<file path="src/rtl/clk_src_pkg.sv">
package clk_src_pkg;
  localparam int unsigned DATA_W  = 32;
  localparam int unsigned OSC_LSB = 4;
  localparam int unsigned XTAL_LSB = 8;
  localparam int unsigned DIV_LSB = 16;
  localparam int unsigned OVR_BIT = 31;

  typedef enum logic [1:0] {
    A_PRI  = 2'd0,
    A_SEC  = 2'd1,
    A_MASK = 2'd2,
    A_STAT = 2'd3
  } reg_addr_e;
endpackage

</file>
<file path="src/rtl/clk_src_regs.sv">
module clk_src_regs
  import clk_src_pkg::*;
#(
  parameter int unsigned XTAL_W = 4,
  parameter int unsigned DIV_W  = 4
) (
  input  logic              clk_i,
  input  logic              rst_ni,
  input  logic              wr_en_i,
  input  logic [1:0]        addr_i,
  input  logic [DATA_W-1:0] wdata_i,
  input  logic              lock_i,
  output logic [DATA_W-1:0] rdata_o,
  output logic              p_bypass_o,
  output logic              p_pwrdn_o,
  output logic              p_use_div_o,
  output logic [1:0]        p_osc_o,
  output logic [XTAL_W-1:0] p_xtal_o,
  output logic [DIV_W-1:0]  p_div_o,
  output logic              s_ovr_o,
  output logic              s_bypass_o,
  output logic              s_pwrdn_o,
  output logic [1:0]        s_osc_o,
  output logic [DIV_W-1:0]  s_div_o,
  output logic              relock_o,
  output logic              sticky_o,
  output logic              irq_o
);
  logic mask_q, lock_q;
  logic wr_pri, wr_sec, wr_mask, wr_stat;

  assign wr_pri  = wr_en_i && (addr_i == A_PRI);
  assign wr_sec  = wr_en_i && (addr_i == A_SEC);
  assign wr_mask = wr_en_i && (addr_i == A_MASK);
  assign wr_stat = wr_en_i && (addr_i == A_STAT);

  // new crystal value restarts PLL acquisition
  assign relock_o = wr_pri && (wdata_i[XTAL_LSB +: XTAL_W] != p_xtal_o);

  always_ff @(posedge clk_i or negedge rst_ni) begin
    if (!rst_ni) begin
      p_bypass_o  <= 1'b1;
      p_pwrdn_o   <= 1'b1;
      p_use_div_o <= 1'b0;
      p_osc_o     <= '0;
      p_xtal_o    <= '0;
      p_div_o     <= '0;
      s_ovr_o     <= 1'b0;
      s_bypass_o  <= 1'b1;
      s_pwrdn_o   <= 1'b1;
      s_osc_o     <= '0;
      s_div_o     <= '0;
      mask_q      <= 1'b0;
    end else begin
      if (wr_pri) begin
        p_bypass_o  <= wdata_i[0];
        p_pwrdn_o   <= wdata_i[1];
        p_use_div_o <= wdata_i[2];
        p_osc_o     <= wdata_i[OSC_LSB +: 2];
        p_xtal_o    <= wdata_i[XTAL_LSB +: XTAL_W];
        p_div_o     <= wdata_i[DIV_LSB +: DIV_W];
      end
      if (wr_sec) begin
        s_ovr_o    <= wdata_i[OVR_BIT];
        s_bypass_o <= wdata_i[0];
        s_pwrdn_o  <= wdata_i[1];
        s_osc_o    <= wdata_i[OSC_LSB +: 2];
        s_div_o    <= wdata_i[DIV_LSB +: DIV_W];
      end
      if (wr_mask) mask_q <= wdata_i[0];
    end
  end

  // sticky lock: set on rising lock, set wins over clear
  always_ff @(posedge clk_i or negedge rst_ni) begin
    if (!rst_ni) begin
      lock_q   <= 1'b0;
      sticky_o <= 1'b0;
    end else begin
      lock_q <= lock_i;
      if (lock_i && !lock_q)         sticky_o <= 1'b1;
      else if (wr_stat && wdata_i[0]) sticky_o <= 1'b0;
    end
  end

  assign irq_o = sticky_o & mask_q;

  always_comb begin
    rdata_o = '0;
    case (addr_i)
      A_PRI: begin
        rdata_o[0] = p_bypass_o;
        rdata_o[1] = p_pwrdn_o;
        rdata_o[2] = p_use_div_o;
        rdata_o[OSC_LSB +: 2]       = p_osc_o;
        rdata_o[XTAL_LSB +: XTAL_W] = p_xtal_o;
        rdata_o[DIV_LSB +: DIV_W]   = p_div_o;
      end
      A_SEC: begin
        rdata_o[OVR_BIT] = s_ovr_o;
        rdata_o[0] = s_bypass_o;
        rdata_o[1] = s_pwrdn_o;
        rdata_o[OSC_LSB +: 2]     = s_osc_o;
        rdata_o[DIV_LSB +: DIV_W] = s_div_o;
      end
      A_MASK:  rdata_o[0] = mask_q;
      default: rdata_o[1:0] = {lock_i, sticky_o};
    endcase
  end
endmodule

</file>
<file path="src/rtl/clk_src_pll.sv">
module clk_src_pll #(
  parameter int unsigned LOCK_CYC = 20
) (
  input  logic clk_i,
  input  logic rst_ni,
  input  logic pwrdn_i,
  input  logic relock_i,
  output logic lock_o
);
  localparam int unsigned CNT_W = $clog2(LOCK_CYC + 1);
  localparam logic [CNT_W-1:0] LIM = CNT_W'(LOCK_CYC);

  logic [CNT_W-1:0] cnt_q;

  always_ff @(posedge clk_i or negedge rst_ni) begin
    if (!rst_ni)                 cnt_q <= '0;
    else if (pwrdn_i || relock_i) cnt_q <= '0;
    else if (cnt_q != LIM)        cnt_q <= cnt_q + 1'b1;
  end

  // power-down kills lock without waiting for an edge
  assign lock_o = (cnt_q == LIM) && !pwrdn_i;
endmodule

</file>
<file path="src/rtl/clk_src_div.sv">
module clk_src_div #(
  parameter int unsigned DIV_W = 4
) (
  input  logic             clk_i,
  input  logic             rst_ni,
  input  logic             en_i,
  input  logic [DIV_W-1:0] div_i,
  output logic             pulse_o
);
  logic [DIV_W-1:0] cnt_q;
  logic             wrap;

  // >= so a shrinking divider wraps at once
  assign wrap = (cnt_q >= div_i);

  always_ff @(posedge clk_i or negedge rst_ni) begin
    if (!rst_ni)            cnt_q <= '0;
    else if (!en_i || wrap) cnt_q <= '0;
    else                    cnt_q <= cnt_q + 1'b1;
  end

  assign pulse_o = !en_i || wrap;
endmodule

</file>
<file path="src/rtl/clk_src_ctrl.sv">
module clk_src_ctrl
  import clk_src_pkg::*;
#(
  parameter int unsigned XTAL_W   = 4,
  parameter int unsigned DIV_W    = 4,
  parameter int unsigned LOCK_CYC = 20
) (
  input  logic              clk_i,
  input  logic              rst_ni,
  input  logic              wr_en_i,
  input  logic [1:0]        addr_i,
  input  logic [DATA_W-1:0] wdata_i,
  output logic [DATA_W-1:0] rdata_o,
  output logic              sel_pll_o,
  output logic [1:0]        osc_src_o,
  output logic              pll_pwrdn_o,
  output logic [XTAL_W-1:0] xtal_o,
  output logic              div_en_o,
  output logic              clk_en_o,
  output logic              irq_o
);
  logic              p_bypass, p_pwrdn, p_use_div;
  logic [1:0]        p_osc, s_osc;
  logic [DIV_W-1:0]  p_div, s_div, eff_div;
  logic              s_ovr, s_bypass, s_pwrdn;
  logic              eff_bypass;
  logic              relock, pll_lock, sticky;

  clk_src_regs #(.XTAL_W(XTAL_W), .DIV_W(DIV_W)) u_regs (
    .clk_i      (clk_i),
    .rst_ni     (rst_ni),
    .wr_en_i    (wr_en_i),
    .addr_i     (addr_i),
    .wdata_i    (wdata_i),
    .lock_i     (pll_lock),
    .rdata_o    (rdata_o),
    .p_bypass_o (p_bypass),
    .p_pwrdn_o  (p_pwrdn),
    .p_use_div_o(p_use_div),
    .p_osc_o    (p_osc),
    .p_xtal_o   (xtal_o),
    .p_div_o    (p_div),
    .s_ovr_o    (s_ovr),
    .s_bypass_o (s_bypass),
    .s_pwrdn_o  (s_pwrdn),
    .s_osc_o    (s_osc),
    .s_div_o    (s_div),
    .relock_o   (relock),
    .sticky_o   (sticky),
    .irq_o      (irq_o)
  );

  // secondary register takes over when its override bit is set
  assign eff_bypass  = s_ovr ? s_bypass : p_bypass;
  assign pll_pwrdn_o = s_ovr ? s_pwrdn  : p_pwrdn;
  assign osc_src_o   = s_ovr ? s_osc    : p_osc;
  assign eff_div     = s_ovr ? s_div    : p_div;
  assign div_en_o    = p_use_div;

  clk_src_pll #(.LOCK_CYC(LOCK_CYC)) u_pll (
    .clk_i   (clk_i),
    .rst_ni  (rst_ni),
    .pwrdn_i (pll_pwrdn_o),
    .relock_i(relock),
    .lock_o  (pll_lock)
  );

  clk_src_div #(.DIV_W(DIV_W)) u_div (
    .clk_i  (clk_i),
    .rst_ni (rst_ni),
    .en_i   (div_en_o),
    .div_i  (eff_div),
    .pulse_o(clk_en_o)
  );

  assign sel_pll_o = !eff_bypass && pll_lock;
endmodule

</file>
<file path="config.mk">
export PLATFORM = sky130hd
export DESIGN_NAME = clk_src_ctrl
export DESIGN_NICKNAME = d
export VERILOG_FILES = /design/src/rtl/clk_src_pkg.sv /design/src/rtl/clk_src_regs.sv /design/src/rtl/clk_src_pll.sv /design/src/rtl/clk_src_div.sv /design/src/rtl/clk_src_ctrl.sv
export SDC_FILE = /design/constraint.sdc
export NUM_CORES = 1
export LEC_CHECK = 0
export BUFFER_PORTS_ARGS = -buffer_cell sky130_fd_sc_hd__buf_4
export CAP_MARGIN = 0
export CORE_UTILIZATION = 48
export DETAILED_ROUTE_END_ITERATION = 16
export GPL_ROUTABILITY_DRIVEN = 0
export PLACE_DENSITY = 0.79
export SYNTH_ARGS = -nofsm -noshare
export SYNTH_HDL_FRONTEND = slang
export SYNTH_SLANG_ARGS = --single-unit
</file>
<file path="constraint.sdc">
create_clock -name clk_i -period 2.4 [get_ports clk_i]
set_clock_uncertainty 0.1 [all_clocks]
set_input_delay 0.36 -clock clk_i [delete_from_list [all_inputs] [get_ports clk_i]]
set_output_delay 0.36 -clock clk_i [all_outputs]
set_load 0.02 [all_outputs]
</file>
==> results of run 1 <==
path summary, 6_finish.rpt:
path | from | endpoint | cells past startpoint
max in group asynchronous | rst_ni | u_regs.p_bypass_o | 2
setup / recovery | u_regs.s_ovr_o | clk_en_o | 6
min in group asynchronous | rst_ni | u_regs.p_use_div_o | 2
setup reg to reg | u_regs.s_ovr_o | u_div.cnt_q[3] | 6
hold reg to reg | u_regs.lock_q | u_regs.sticky_o | 1
hold / removal | wdata_i[31] | u_regs.s_ovr_o | 2
power breakdown:
| group | switching (µW) | internal, µW | total, µW |
|---|---|---|---|
| registers | 94.4 | 690 | 784 |
| clock network | 198 | 231 | 429 |
| logic | 348 | 358 | 707 |
| total | 641 | 1280 | 1920 |
cells in the mapped netlist, drive strengths merged:
master,count
o21ai,3
nand2b,1
buf,22
a2bb2oi,1
mux4,1
nor3,3
nand2,6
a21o,1
nand4b,1
a311oi,4
nor2b,1
dfrtp,30
inv,6
conb,1
xnor2,3
nor4,1
ha,7
xor2,7
and2,6
nand3b,2
dfstp,4
clkbuf,1
mux2,27
a211oi,2
a31o,1
or2,1
nor3b,1
o41a,1
mux2i,10
nor2,9
nand3,3
repair_timing:
item,CTS,global route
hold endpoints to repair,30,0
buffers inserted,5,1
setup endpoints to repair,3,3
resized for setup,4,2
pin swaps,3,0
hold buffers,1,0
state kept, by name (all words and copies together) (netlist names), 2 cells and up:
signal,cells
u_regs.p_xtal_o,4
u_regs.s_div_o,4
u_regs.p_div_o,4
u_regs.s_osc_o,2
u_div.cnt_q,4
u_pll.cnt_q,5
u_regs.p_osc_o,2
per-stage QoR:
stage / instances / hold WS, ns / utilization / worst slack (ns) / power, µW
final: 272 / 0.2039 / 0.6197 / 0.05645 / 1920
after detailed placement: 257 / 0.2311 / 0.5762 / 0.2353 / 1432
after CTS: 271 / 0.1930 / 0.6172 / 0.02036 / 1932
after global routing: 272 / 0.1909 / 0.6197 / -0.04829 / 2043
after floorplan: 184 / -0.03559 / - / 0.1531 / 1241
after global placement: 257 / 0.2292 / 0.5762 / 0.2102 / 1417
per-layer routing:
layer	vias up	routed length, µm	GRT usage
li1	652	-	-
met1	657	1543	0.2259
met2	36	1699	0.2768
met3	6	189	0.06207
met4	0	57	0.07447
met5	-	0	0
area by class of cell:
cell class                      count  area share
Multi-Input combinational cell    121      0.4148
Sequential cell                    34      0.3477
Timing Repair Buffer               53      0.1657
Clock buffer                        7     0.03508
Tap cell                           50     0.02542
Inverter                            6    0.009151
Clock inverter                      1    0.002034
kinds of logic after synthesis:
family                     share of synthesized area
muxes                                         0.2169
and+or+nand+nor                               0.1047
DFF                                           0.4313
buffers and inverters                        0.09584
AOI/OAI and AO/OA                            0.06116
xor gates and xnor gates                     0.04414
adders and majority gates                    0.04413
other                                       0.001890
worst max-delay path, stage by stage, from the launching register on:
cell,delay [ns]
sky130_fd_sc_hd__dfrtp_1,0.40
sky130_fd_sc_hd__mux2_4,0.32
sky130_fd_sc_hd__ha_4,0.20
sky130_fd_sc_hd__nand2b_1,0.13
sky130_fd_sc_hd__a21o_1,0.18
sky130_fd_sc_hd__a31o_2,0.24
sky130_fd_sc_hd__buf_6,0.13
==> Flow_metrics.wiki, run 1 <==
{| class="wikitable"
! Metric !! Value
|-
| Status || complete, no violations
|-
| Final number of hold-violating endpoints || 0
|-
| Max rail drop VDD || 0.4062 mV
|-
| Global routing usage summed across all routing layers || 0.1788
|-
| Detailed-route wire length per cell || 12.83 µm
|-
| Leading cell types by total area after synthesis || sky130_fd_sc_hd__dfrtp_1 (38%), sky130_fd_sc_hd__mux2_2 (15%), sky130_fd_sc_hd__buf_4 (7.2%), sky130_fd_sc_hd__dfstp_2 (5.3%), sky130_fd_sc_hd__mux2i_1 (5.0%)
|-
| Number of ports placed on the die boundary || 80
|-
| Count of state elements after synthesis || 34
|-
| Yosys top cell area share || 0.3783
|-
| Min cycle time layout || 2.344 ns
|-
| Fraction of final layout cells with drive strength greater than 1 || 0.4505
|-
| Largest net degree at the start of global routing || 35
|-
| Sum of negative setup slack || 0 ns
|-
| Kind of critical path || reg2out
|-
| PD cells || 780.2 nW/µm²
|-
| Post-DP HPWL || 2529 µm
|-
| Endpoint required time on the critical path || 1.94 ns
|-
| Count of nets left with antenna violations after detail routing || 0
|-
| Post-layout net count || 265
|-
| Detailed-routing iteration count for the pre-antenna-repair pass || 4
|-
| Reported max-cap violation count || 0
|-
| Arrival time reported for the critical path endpoint || 1.88 ns
|-
| Slew @ Worst Pin || 0.5191 ns
|-
| Cell Rows || 23
|-
| Clock transition time at the flip-flop clock pins of the worst setup and hold paths || 0.07 ns
|-
| CTS Buffer Depth || 2
|-
| Average size of a mapped cell || 11.88 µm²
|-
| Maximum clock frequency || 426.7 MHz
|-
| Most frequent cells in the layout || sky130_fd_sc_hd__buf_4 (50), sky130_fd_sc_hd__dfrtp_1 (30), sky130_fd_sc_hd__mux2_2 (25)
|-
| 1st-iter DRT viols || 31
|-
| Reg-to-reg slack, setup || 0.53 ns
|-
| Number of different library cells in the post-synthesis netlist || 35
|-
| Die width || 66.30 µm
|-
| CTS tree || yes
|-
| Placement Cell Area || 2288 µm²
|-
| Via count of the first global-routing pass || 1259
|-
| Count of port buffers added during placement || 43
|-
| Sink count of the clock tree || 34
|-
| Total via count after detailed routing || 1351
|-
| Hold Path Class || in2reg
|-
| Vias per inst || 4.967
|-
| Number of max-slew violations in the final report || 0
|-
| Number of CTS-inserted buffers || 5
|-
| Fraction of the yosys area taken by sequential cells || 0.4313
|-
| Setup repair after global routing missed its margin || true
|-
| Residual overflow from global routing || 0
|-
| Most frequent standard cell in the layout excluding fill and tap cells || sky130_fd_sc_hd__buf_4
|-
| Dominant cell type by area after synthesis || sky130_fd_sc_hd__dfrtp_1
|-
| Cell Area, Synth || 1984 µm²
|-
| Later-pin clock latency in the skew report || 0.28 ns
|-
| Slew margin rel. || 0.6529
|-
| Die area || 4395 µm²
|-
| Sequential standard cell area || 855.8 µm²
|-
| CP Max Fanout || 2
|-
| Period Utilization, post-route || 0.9765
|-
| Clock root buffer || sky130_fd_sc_hd__clkbuf_8
|-
| Leak Pwr || 0.001197 µW
|-
| Number of levels the H-tree was split into || 2
|-
| Yosys warning count || 0
|-
| Count of filler cells inserted in the layout || 349
|-
| Layout overhead on the synthesized area || 24.02%
|-
| Number of antenna cells inserted || 0
|-
| Number of antenna violations at the first check in global routing || 0
|-
| CP Launch Type || flop
|-
| DRT Wirelength || 3490 µm
|-
| First-pass GRT wire length || 5699 µm
|-
| Gate count of the mapped netlist || 167
|-
| Layout Cell Area excl Fill || 2461 µm²
|-
| CP Capture Type || primary output
|-
| DIE HEIGHT || 66.30 µm
|-
| Area of combinational cells with multiple inputs || 1021 µm²
|-
| DRC Markers || 0
|-
| Core outline area || 3971 µm²
|-
| Effective utilization at floorplan || 0.4997
|-
| Setup Viol. Count Final || 0
|}
No activity file was read; power rests on OpenSTA's default activity.
==> run 2, diff against run 1 <==
--- a/config.mk
+++ b/config.mk
@@ -10,7 +10,7 @@
 export CORE_UTILIZATION = 48
 export DETAILED_ROUTE_END_ITERATION = 16
 export GPL_ROUTABILITY_DRIVEN = 0
-export PLACE_DENSITY = 0.79
+export PLACE_DENSITY = 0.82
 export SYNTH_ARGS = -nofsm -noshare
 export SYNTH_HDL_FRONTEND = slang
 export SYNTH_SLANG_ARGS = --single-unit
==> run 2 against run 1 <==
  * Critical path depth unchanged
  * First-iteration DRC count up 19%
  * Highest routed layer unchanged
  * Sequential power about the same
  * Cell area up 0.25%
  * Utilization up 0.16 points
  * Critical endpoint unchanged
  * Sequential share of layout area down 0.088 points
  * Cell count unchanged
==> Flow_metrics.wiki, run 2 (synthesis results as in run 1) <==
{| class="wikitable"
! Metric !! Value
|-
| PD cells || 804.1 nW/µm² (was 780.2 nW/µm²)
|-
| Fraction of final layout cells with drive strength greater than 1 || 0.4505 (unchanged)
|-
| Count of nets left with antenna violations after detail routing || 0 (unchanged)
|-
| Residual overflow from global routing || 0 (unchanged)
|-
| Core outline area || 3971 µm² (unchanged)
|-
| DRT Wirelength || 3891 µm (was 3490 µm)
|-
| Worst Reg-to-Reg Cells || 7 (was 6)
|-
| Post-layout net count || 265 (unchanged)
|-
| Reported max-cap violation count || 0 (unchanged)
|-
| Most frequent standard cell in the layout excluding fill and tap cells || sky130_fd_sc_hd__buf_4 (unchanged)
|-
| Setup repair after global routing missed its margin || true (unchanged)
|-
| Biggest register || u_pll.cnt_q (unchanged)
|-
| Die width || 66.30 µm (unchanged)
|-
| Period Utilization, post-route || 0.9898 (was 0.9765)
|-
| Maximum clock frequency || 421.0 MHz (was 426.7 MHz)
|-
| Final WS setup || 0.02448 ns (was 0.05645 ns)
|-
| CP Launch Type || flop (unchanged)
|-
| Total stage count of the critical path || 6 (unchanged)
|-
| Clock root buffer || sky130_fd_sc_hd__clkbuf_8 (unchanged)
|-
| CTS Buffer Depth || 2 (unchanged)
|-
| Clock transition time at the flip-flop clock pins of the worst setup and hold paths || 0.07 ns (about the same)
|-
| Placement Cell Area || 2296 µm² (was 2288 µm²)
|-
| Hold Path Class || in2reg (unchanged)
|-
| Largest net degree at the start of global routing || 35 (unchanged)
|-
| Min cycle time layout || 2.376 ns (was 2.344 ns)
|-
| Reg-to-reg slack, setup || 0.38 ns (was 0.53 ns)
|-
| Endpoint required time on the critical path || 1.94 ns (about the same)
|-
| Layout Cell Area excl Fill || 2467 µm² (was 2461 µm²)
|-
| Die area || 4395 µm² (unchanged)
|-
| Number of levels the H-tree was split into || 2 (unchanged)
|-
| Worst slack after detailed placement || 0.2100 ns (was 0.2353 ns)
|-
| Number of max-slew violations in the final report || 0 (unchanged)
|-
| Sum of negative setup slack || 0 ns (unchanged)
|-
| Setup Viol. Count Final || 0 (unchanged)
|-
| Detailed-route wire length per cell || 14.31 µm (was 12.83 µm)
|-
| Worst stage delay on the critical path || 0.42 ns (was 0.40 ns)
|-
| CTS tree || yes (unchanged)
|-
| Layout overhead on the synthesized area || 24.34% (was 24.02%)
|-
| Post-DP HPWL || 2681 µm (was 2529 µm)
|-
| Layout Utilization || 0.6213 (was 0.6197)
|-
| Critical path cell sequence || mux2_4 -> ha_4 -> nand2b_4 -> a21o_1 -> a31o_2 -> buf_6 (was mux2_4 -> ha_4 -> nand2b_1 -> a21o_1 -> a31o_2 -> buf_6)
|-
| Sink count of the clock tree || 34 (unchanged)
|-
| Number of CTS-inserted buffers || 5 (unchanged)
|-
| Count of port buffers added during placement || 43 (unchanged)
|-
| Global routing usage summed across all routing layers || 0.1873 (was 0.1788)
|-
| First-pass GRT wire length || 5947 µm (was 5699 µm)
|-
| RR Endpoint || u_div.cnt_q[3] (unchanged)
|-
| DIE HEIGHT || 66.30 µm (unchanged)
|-
| Total power of the final layout || 1984 µW (was 1920 µW)
|-
| Status || complete, no violations (unchanged)
|-
| Arrival time reported for the critical path endpoint || 1.92 ns (was 1.88 ns)
|-
| Cell Rows || 23 (unchanged)
|-
| Reg2reg start || u_regs.s_ovr_o (unchanged)
|-
| Leak Pwr || 0.001201 µW (was 0.001197 µW)
|-
| Worst setup path startpoint || u_regs.s_ovr_o (unchanged)
|-
| Number of ports placed on the die boundary || 80 (unchanged)
|-
| Slew margin rel. || 0.6619 (was 0.6529)
|-
| Via count of the first global-routing pass || 1261 (was 1259)
|-
| Number of antenna violations at the first check in global routing || 0 (unchanged)
|-
| Later-pin clock latency in the skew report || 0.29 ns (was 0.28 ns)
|-
| DRC Markers || 0 (unchanged)
|-
| Effective utilization at floorplan || 0.4997 (unchanged)
|-
| Critical-path cell with the highest stage delay || sky130_fd_sc_hd__dfrtp_1 (unchanged)
|-
| CP Max Fanout || 3 (was 2)
|-
| Most frequent cells in the layout || sky130_fd_sc_hd__buf_4 (50), sky130_fd_sc_hd__dfrtp_1 (30), sky130_fd_sc_hd__mux2_2 (25) (unchanged)
|-
| 1st-iter DRT viols || 37 (was 31)
|-
| Kind of critical path || reg2out (unchanged)
|-
| Crit-path leading delay family || flip-flops (was compound AO/OA/AOI/OAI gates)
|-
| End of the critical path || clk_en_o (unchanged)
|-
| Max rail drop VDD || 0.5028 mV (was 0.4062 mV)
|-
| Number of antenna cells inserted || 0 (unchanged)
|-
| Max reg flops || 5 (unchanged)
|-
| Total via count after detailed routing || 1355 (was 1351)
|-
| Final number of hold-violating endpoints || 0 (unchanged)
|-
| WP buf/inv || 1 (unchanged)
|-
| Vias per inst || 4.982 (was 4.967)
|-
| CP Capture Type || primary output (unchanged)
|-
| Slew @ Worst Pin || 0.5056 ns (was 0.5191 ns)
|-
| Detailed-routing iteration count for the pre-antenna-repair pass || 4 (unchanged)
|}
[run 2: cell types whose count changed in the layout (fill, tap and decap cells not counted), sizes merged]
cell,previous run,this run
clkinv,1,0
clkbuf,7,8
[run 2: area by class of cell]
class,count,area (µm²)
fill,343,1504
multi-input combinational,121,1028
sequential,34,855.8
timing repair buffer,53,407.9
clock buffer,8,90.09
tap,50,62.56
inverter,6,22.52
[run 2: power by group]
group          switching [µW]  internal [µW]  total [µW]
sequential               97.7            690         787
clock                     208            234         442
combinational             367            388         755
[run 2: metal layers]
layer | vias to the layer above | global-route usage | routed length [µm]
met4 | 0 | 0.07181 | 56
met5 | - | 0 | 0
li1 | 651 | - | -
met1 | 661 | 0.2265 | 1658
met3 | 6 | 0.06552 | 214
met2 | 37 | 0.3048 | 1962
[run 2: timing repair]
action                     4_1_cts  5_1_grt
gates cloned                     0        0
resized for setup                5        2
setup endpoints to repair        1        3
hold endpoints to repair        30        0
pin swaps                        3        2
setup buffers                    3        2
hold buffers                     1        0
[run 2: worst register-to-register path: cells and delay by family (launching register included)]
| family | cells | cell delay (ns) |
|---|---|---|
| muxes | 1 | 0.32 |
| and+or+nand+nor | 1 | 0.13 |
| buffers and inverters | 2 | 0.27 |
| adders and majority gates | 1 | 0.21 |
| DFF | 1 | 0.42 |
| AOI/OAI and AO/OA | 2 | 0.45 |
[run 2: worst min-delay path by stage]
stage                           to  cells past startpoint  slack, ns        start
global placement    u_div.cnt_q[3]                      1       0.23       rst_ni
finish              u_regs.s_ovr_o                      2       0.19  wdata_i[31]
global route        u_regs.s_ovr_o                      2       0.19  wdata_i[31]
detailed placement  u_div.cnt_q[3]                      1       0.23       rst_ni
floorplan           u_div.cnt_q[0]                      0      -0.04       rst_ni
CTS                 u_regs.s_ovr_o                      2       0.19  wdata_i[31]
[run 2: stage by stage]
| step | instances | hold WS, ns |
|---|---|---|
| floorplan | 184 | -0.03559 |
| global placement | 258 | 0.2288 |
| detailed placement | 258 | 0.2326 |
| CTS | 270 | 0.1903 |
| global route | 272 | 0.1851 |
| finish | 272 | 0.1948 |
==> run 3, diff against run 2 <==
--- a/config.mk
+++ b/config.mk
@@ -5,12 +5,13 @@
 export SDC_FILE = /design/constraint.sdc
 export NUM_CORES = 1
 export LEC_CHECK = 0
+export ABC_AREA = 1
 export BUFFER_PORTS_ARGS = -buffer_cell sky130_fd_sc_hd__buf_4
 export CAP_MARGIN = 0
-export CORE_UTILIZATION = 48
+export CORE_UTILIZATION = 44
 export DETAILED_ROUTE_END_ITERATION = 16
 export GPL_ROUTABILITY_DRIVEN = 0
-export PLACE_DENSITY = 0.82
+export PLACE_DENSITY = 0.79
 export SYNTH_ARGS = -nofsm -noshare
 export SYNTH_HDL_FRONTEND = slang
 export SYNTH_SLANG_ARGS = --single-unit
==> constraint.sdc (replaced) <==
create_clock -name clk_i -period 2 [get_ports clk_i]
set_clock_uncertainty 0.1 [all_clocks]
set_input_delay 0.3 -clock clk_i [delete_from_list [all_inputs] [get_ports clk_i]]
set_output_delay 0.3 -clock clk_i [all_outputs]
set_load 0.02 [all_outputs]
==> run 3 against run 2 <==
  * The flow now finishes with violations (negative setup slack)
  * Synthesized cell count increased by 47%
  * Total power increased by 13%
  * Critical path depth increased by 1
  * Register-to-register slack got worse by 0.25 ns
  * Area after synthesis increased by 1.4%
  * Sequential power increased by 17%
  * Largest cell class unchanged
  * Hold slack got worse by 0.059 ns
  * Global-route usage decreased by 0.30 points
  * Flip-flop and latch count unchanged
  * Die area increased by 10%
  * Clock-buffer cell count unchanged
  * First-iteration DRC count increased to 2.6 times the previous value
==> Flow_metrics.wiki, run 3 <==
{| class="wikitable"
! Metric !! Value
|-
| Status || complete, but fails checks (was complete, no violations)
|-
| Violated checks || negative setup slack
|-
| Fraction of power consumed by the clock network || 0.215 (was 0.223)
|-
| Number of antenna violations at the first check in global routing || 0 (unchanged)
|-
| Clock transition time at the flip-flop clock pins of the worst setup and hold paths || 0.07 ns (about the same)
|-
| Count of state elements after synthesis || 34 (unchanged)
|-
| Min cycle time layout || 2.070 ns
|-
| Most repeated cell in the gate-level netlist after synthesis || sky130_fd_sc_hd__nand2_1 (was sky130_fd_sc_hd__dfrtp_1)
|-
| Average size of a mapped cell || 8.212 µm² (was 11.88 µm²)
|-
| CP Launch Type || flop (unchanged)
|-
| Period Utilization, post-route || 1.035
|-
| Part of the total power dissipated in combinational logic || 0.375 (was 0.381)
|-
| 1st-iter DRT viols || 96 (was 37)
|-
| Proportion of power drawn by flip-flops and latches || 0.410 (was 0.397)
|-
| Yosys top cell area share || 0.3731 (was 0.3783)
|-
| Effective utilization at floorplan || 0.4589 (was 0.4997)
|-
| Via count of the first global-routing pass || 1536 (was 1261)
|-
| Residual overflow from global routing || 0 (unchanged)
|-
| Final number of hold-violating endpoints || 0 (unchanged)
|-
| Post-layout net count || 348 (was 265)
|-
| Sink count of the clock tree || 34 (unchanged)
|-
| Leak Pwr || 0.001356 µW (was 0.001201 µW)
|-
| Fraction of final layout cells with drive strength greater than 1 || 0.3148 (was 0.4505)
|-
| Hold Path Class || in2reg (unchanged)
|-
| Later-pin clock latency in the skew report || 0.28 ns (was 0.29 ns)
|-
| Kind of critical path || reg2out (unchanged)
|-
| Largest net degree at the start of global routing || 35 (unchanged)
|-
| Number of max-slew violations in the final report || 0 (unchanged)
|-
| Sum of negative setup slack || -0.1363 ns (was 0 ns)
|-
| Cell Rows || 24 (was 23)
|-
| Detailed-route wire length per cell || 12.03 µm (was 14.31 µm)
|-
| Maximum clock frequency || 483.1 MHz
|-
| Top_reg_cell synth || sky130_fd_sc_hd__dfrtp_1 (unchanged)
|-
| Total net switching power || 803.0 µW (was 672.5 µW)
|-
| Leading cell types by total area after synthesis || sky130_fd_sc_hd__dfrtp_1 (37%), sky130_fd_sc_hd__nand2_1 (11%), sky130_fd_sc_hd__buf_4 (6.7%), sky130_fd_sc_hd__inv_1 (5.6%), sky130_fd_sc_hd__o21ai_0 (5.5%) (was sky130_fd_sc_hd__dfrtp_1 (38%), sky130_fd_sc_hd__mux2_2 (15%), sky130_fd_sc_hd__buf_4 (7.2%), sky130_fd_sc_hd__dfstp_2 (5.3%), sky130_fd_sc_hd__mux2i_1 (5.0%))
|-
| Number of different library cells in the post-synthesis netlist || 34 (was 35)
|-
| Share of flip-flops with an asynchronous set or reset || 1.000 (unchanged)
|-
| DRC Markers || 0 (unchanged)
|-
| Detailed-routing iteration count for the pre-antenna-repair pass || 4 (unchanged)
|-
| Core outline area || 4384 µm² (was 3971 µm²)
|-
| Total power of the final layout || 2249 µW (was 1984 µW)
|-
| Worst stage delay on the critical path || 0.45 ns (was 0.42 ns)
|-
| Number of ports placed on the die boundary || 80 (unchanged)
|-
| Reported max-cap violation count || 0 (unchanged)
|-
| Count of nets left with antenna violations after detail routing || 0 (unchanged)
|-
| DIE HEIGHT || 69.62 µm (was 66.30 µm)
|-
| Number of antenna cells inserted || 0 (unchanged)
|-
| Vias per inst || 4.678 (was 4.982)
|-
| Biggest register || u_pll.cnt_q (unchanged)
|-
| Die area || 4847 µm² (was 4395 µm²)
|-
| Cell type with the highest occurrence count on the critical path || sky130_fd_sc_hd__nand4_1
|-
| Most frequent cells in the layout || sky130_fd_sc_hd__nand2_1 (56), sky130_fd_sc_hd__buf_4 (54), sky130_fd_sc_hd__inv_1 (29), sky130_fd_sc_hd__dfrtp_1 (29) (was sky130_fd_sc_hd__buf_4 (50), sky130_fd_sc_hd__dfrtp_1 (30), sky130_fd_sc_hd__mux2_2 (25))
|-
| Setup Viol. Count Final || 2 (was 0)
|-
| Number of flops mapped to enable cells by yosys || 0 (unchanged)
|-
| Fraction of the yosys area taken by sequential cells || 0.4254 (was 0.4313)
|-
| Endpoint required time on the critical path || 1.60 ns (was 1.94 ns)
|-
| Setup repair after global routing missed its margin || true (unchanged)
|-
| Max reg flops || 5 (unchanged)
|-
| CTS Buffer Depth || 2 (unchanged)
|-
| Most frequent standard cell in the layout excluding fill and tap cells || sky130_fd_sc_hd__nand2_1 (was sky130_fd_sc_hd__buf_4)
|-
| Number of CTS-inserted buffers || 5 (unchanged)
|-
| Crit-path leading delay family || flip-flops (unchanged)
|-
| Cell Area, Synth || 2012 µm² (was 1984 µm²)
|-
| CP Max Fanout || 6 (was 3)
|-
| WP buf/inv || 2 (was 1)
|-
| Max rail drop VDD || 0.5105 mV (was 0.5028 mV)
|-
| Switching share of power || 0.3570 (was 0.3390)
|-
| Critical path cell sequence || buf_6 -> nand2_4 -> o21ai_2 -> ha_1 -> nand4_1 -> nand4_1 -> buf_4 (was mux2_4 -> ha_4 -> nand2b_4 -> a21o_1 -> a31o_2 -> buf_6)
|-
| PD cells || 885.4 nW/µm² (was 804.1 nW/µm²)
|-
| Count of port buffers added during placement || 43 (unchanged)
|-
| Critical-path cell with the highest stage delay || sky130_fd_sc_hd__dfrtp_2 (was sky130_fd_sc_hd__dfrtp_1)
|-
| Design internal power || 1446 µW (was 1312 µW)
|-
| Arrival time reported for the critical path endpoint || 1.67 ns (was 1.92 ns)
|-
| Layout overhead on the synthesized area || 26.24% (was 24.34%)
|-
| Post-Route Hold Slack || 0.1358 ns (was 0.1948 ns)
|-
| Post-DP HPWL || 2933 µm (was 2681 µm)
|-
| Number of levels the H-tree was split into || 2 (unchanged)
|-
| Most common library cells after synthesis || sky130_fd_sc_hd__nand2_1 (59), sky130_fd_sc_hd__dfrtp_1 (30), sky130_fd_sc_hd__inv_1 (30) (was sky130_fd_sc_hd__dfrtp_1 (30), sky130_fd_sc_hd__mux2_2 (26), sky130_fd_sc_hd__buf_4 (19))
|-
| Final WS setup || -0.07010 ns (was 0.02448 ns)
|-
| Global routing usage summed across all routing layers || 0.1843 (was 0.1873)
|-
| Die width || 69.62 µm (was 66.30 µm)
|-
| DRT Wirelength || 4294 µm (was 3891 µm)
|-
| Yosys warning count || 0 (unchanged)
|-
| Dominant cell type by area after synthesis || sky130_fd_sc_hd__dfrtp_1 (unchanged)
|-
| CP Capture Type || primary output (unchanged)
|-
| First-pass GRT wire length || 7051 µm (was 5947 µm)
|-
| Clock root buffer || sky130_fd_sc_hd__clkbuf_8 (unchanged)
|-
| Count of filler cells inserted in the layout || 386 (was 343)
|-
| Gate count of the mapped netlist || 245 (was 167)
|-
| Total via count after detailed routing || 1670 (was 1355)
|-
| CTS tree || yes (unchanged)
|}
run 3: worst paths after layout:
kind / to / cells after the start / start / slack (ns)
worst max register to register: u_div.cnt_q[2] / 10 / u_regs.s_ovr_o / 0.13
max in group asynchronous: u_regs.s_pwrdn_o / 2 / rst_ni / 1.05
min in group asynchronous: u_regs.s_div_o[3] / 2 / rst_ni / 0.41
worst max-delay path: clk_en_o / 7 / u_regs.s_ovr_o / -0.07
worst min register to register: u_regs.sticky_o / 1 / u_regs.lock_q / 0.37
worst min-delay path: u_regs.p_use_div_o / 3 / wdata_i[2] / 0.14
run 3: tightest hold or removal path, cell delays in order:
cell and delay (ns):
sky130_fd_sc_hd__buf_4 0.08, sky130_fd_sc_hd__nand2_1 0.04, sky130_fd_sc_hd__o21ai_0 0.06
run 3: cell families (layout without fill, tap and decap cells):
| logic type | after synthesis | in the layout | synth area share |
|---|---|---|---|
| XOR/XNOR | 5 | 5 | 0.02177 |
| adder cells (fa/ha/maj) | 7 | 7 | 0.04353 |
| AO/OA/AOI/OAI | 36 | 36 | 0.09889 |
| AND/OR/NAND/NOR | 99 | 99 | 0.2239 |
| flip-flops | 34 | 34 | 0.4254 |
| other | 1 | 18 | 0.001864 |
| buffers and inverters | 59 | 102 | 0.1548 |
| multiplexers | 4 | 4 | 0.02985 |
run 3: stage by stage:
step / instance area (µm²) / setup WS (ns) / std cells / util
floorplan: 2076 / 0.05738 / 262 / -
global placement: 2322 / 0.1397 / 338 / 0.5297
detailed placement: 2322 / 0.08350 / 338 / 0.5297
CTS: 2486 / -0.08313 / 353 / 0.5671
global route: 2540 / -0.1682 / 357 / 0.5793
finish: 2540 / -0.07010 / 357 / 0.5793
run 3: power by group through the flow:
| stage | clock network (µW) | logic, µW | registers (µW) |
|---|---|---|---|
| after detailed placement | 0 | 721 | 942 |
| after floorplan | 0 | 492 | 934 |
| after global routing | 539 | 935 | 938 |
| final | 483 | 844 | 922 |
| after CTS | 501 | 808 | 921 |
| after global placement | 0 | 700 | 938 |
run 3: routing by layer:
layer	wire length [µm]	vias up	track usage
li1	-	851	-
met1	1935	765	0.2505
met2	2080	48	0.2923
met3	209	6	0.04506
met4	69	0	0.05556
met5	0	-	0
run 3: final cells by class:
cell class,instances,area (µm²),share of cell area
Timing Repair Buffer,58,449.2,0.1768
Clock buffer,8,80.08,0.03153
Tap cell,52,65.06,0.02562
Multi-Input combinational cell,169,948.4,0.3734
Inverter,36,140.1,0.05517
Sequential cell,34,857.1,0.3374
run 3: timing repair:
item / 4_1_cts / 5_1_grt
hold buffers: 1 / 0
hold endpoints to repair: 30 / 0
resized for setup: 12 / 8
setup buffers: 6 / 4
pin swaps: 8 / 5
cloned: 0 / 0
setup endpoints to repair: 3 / 3
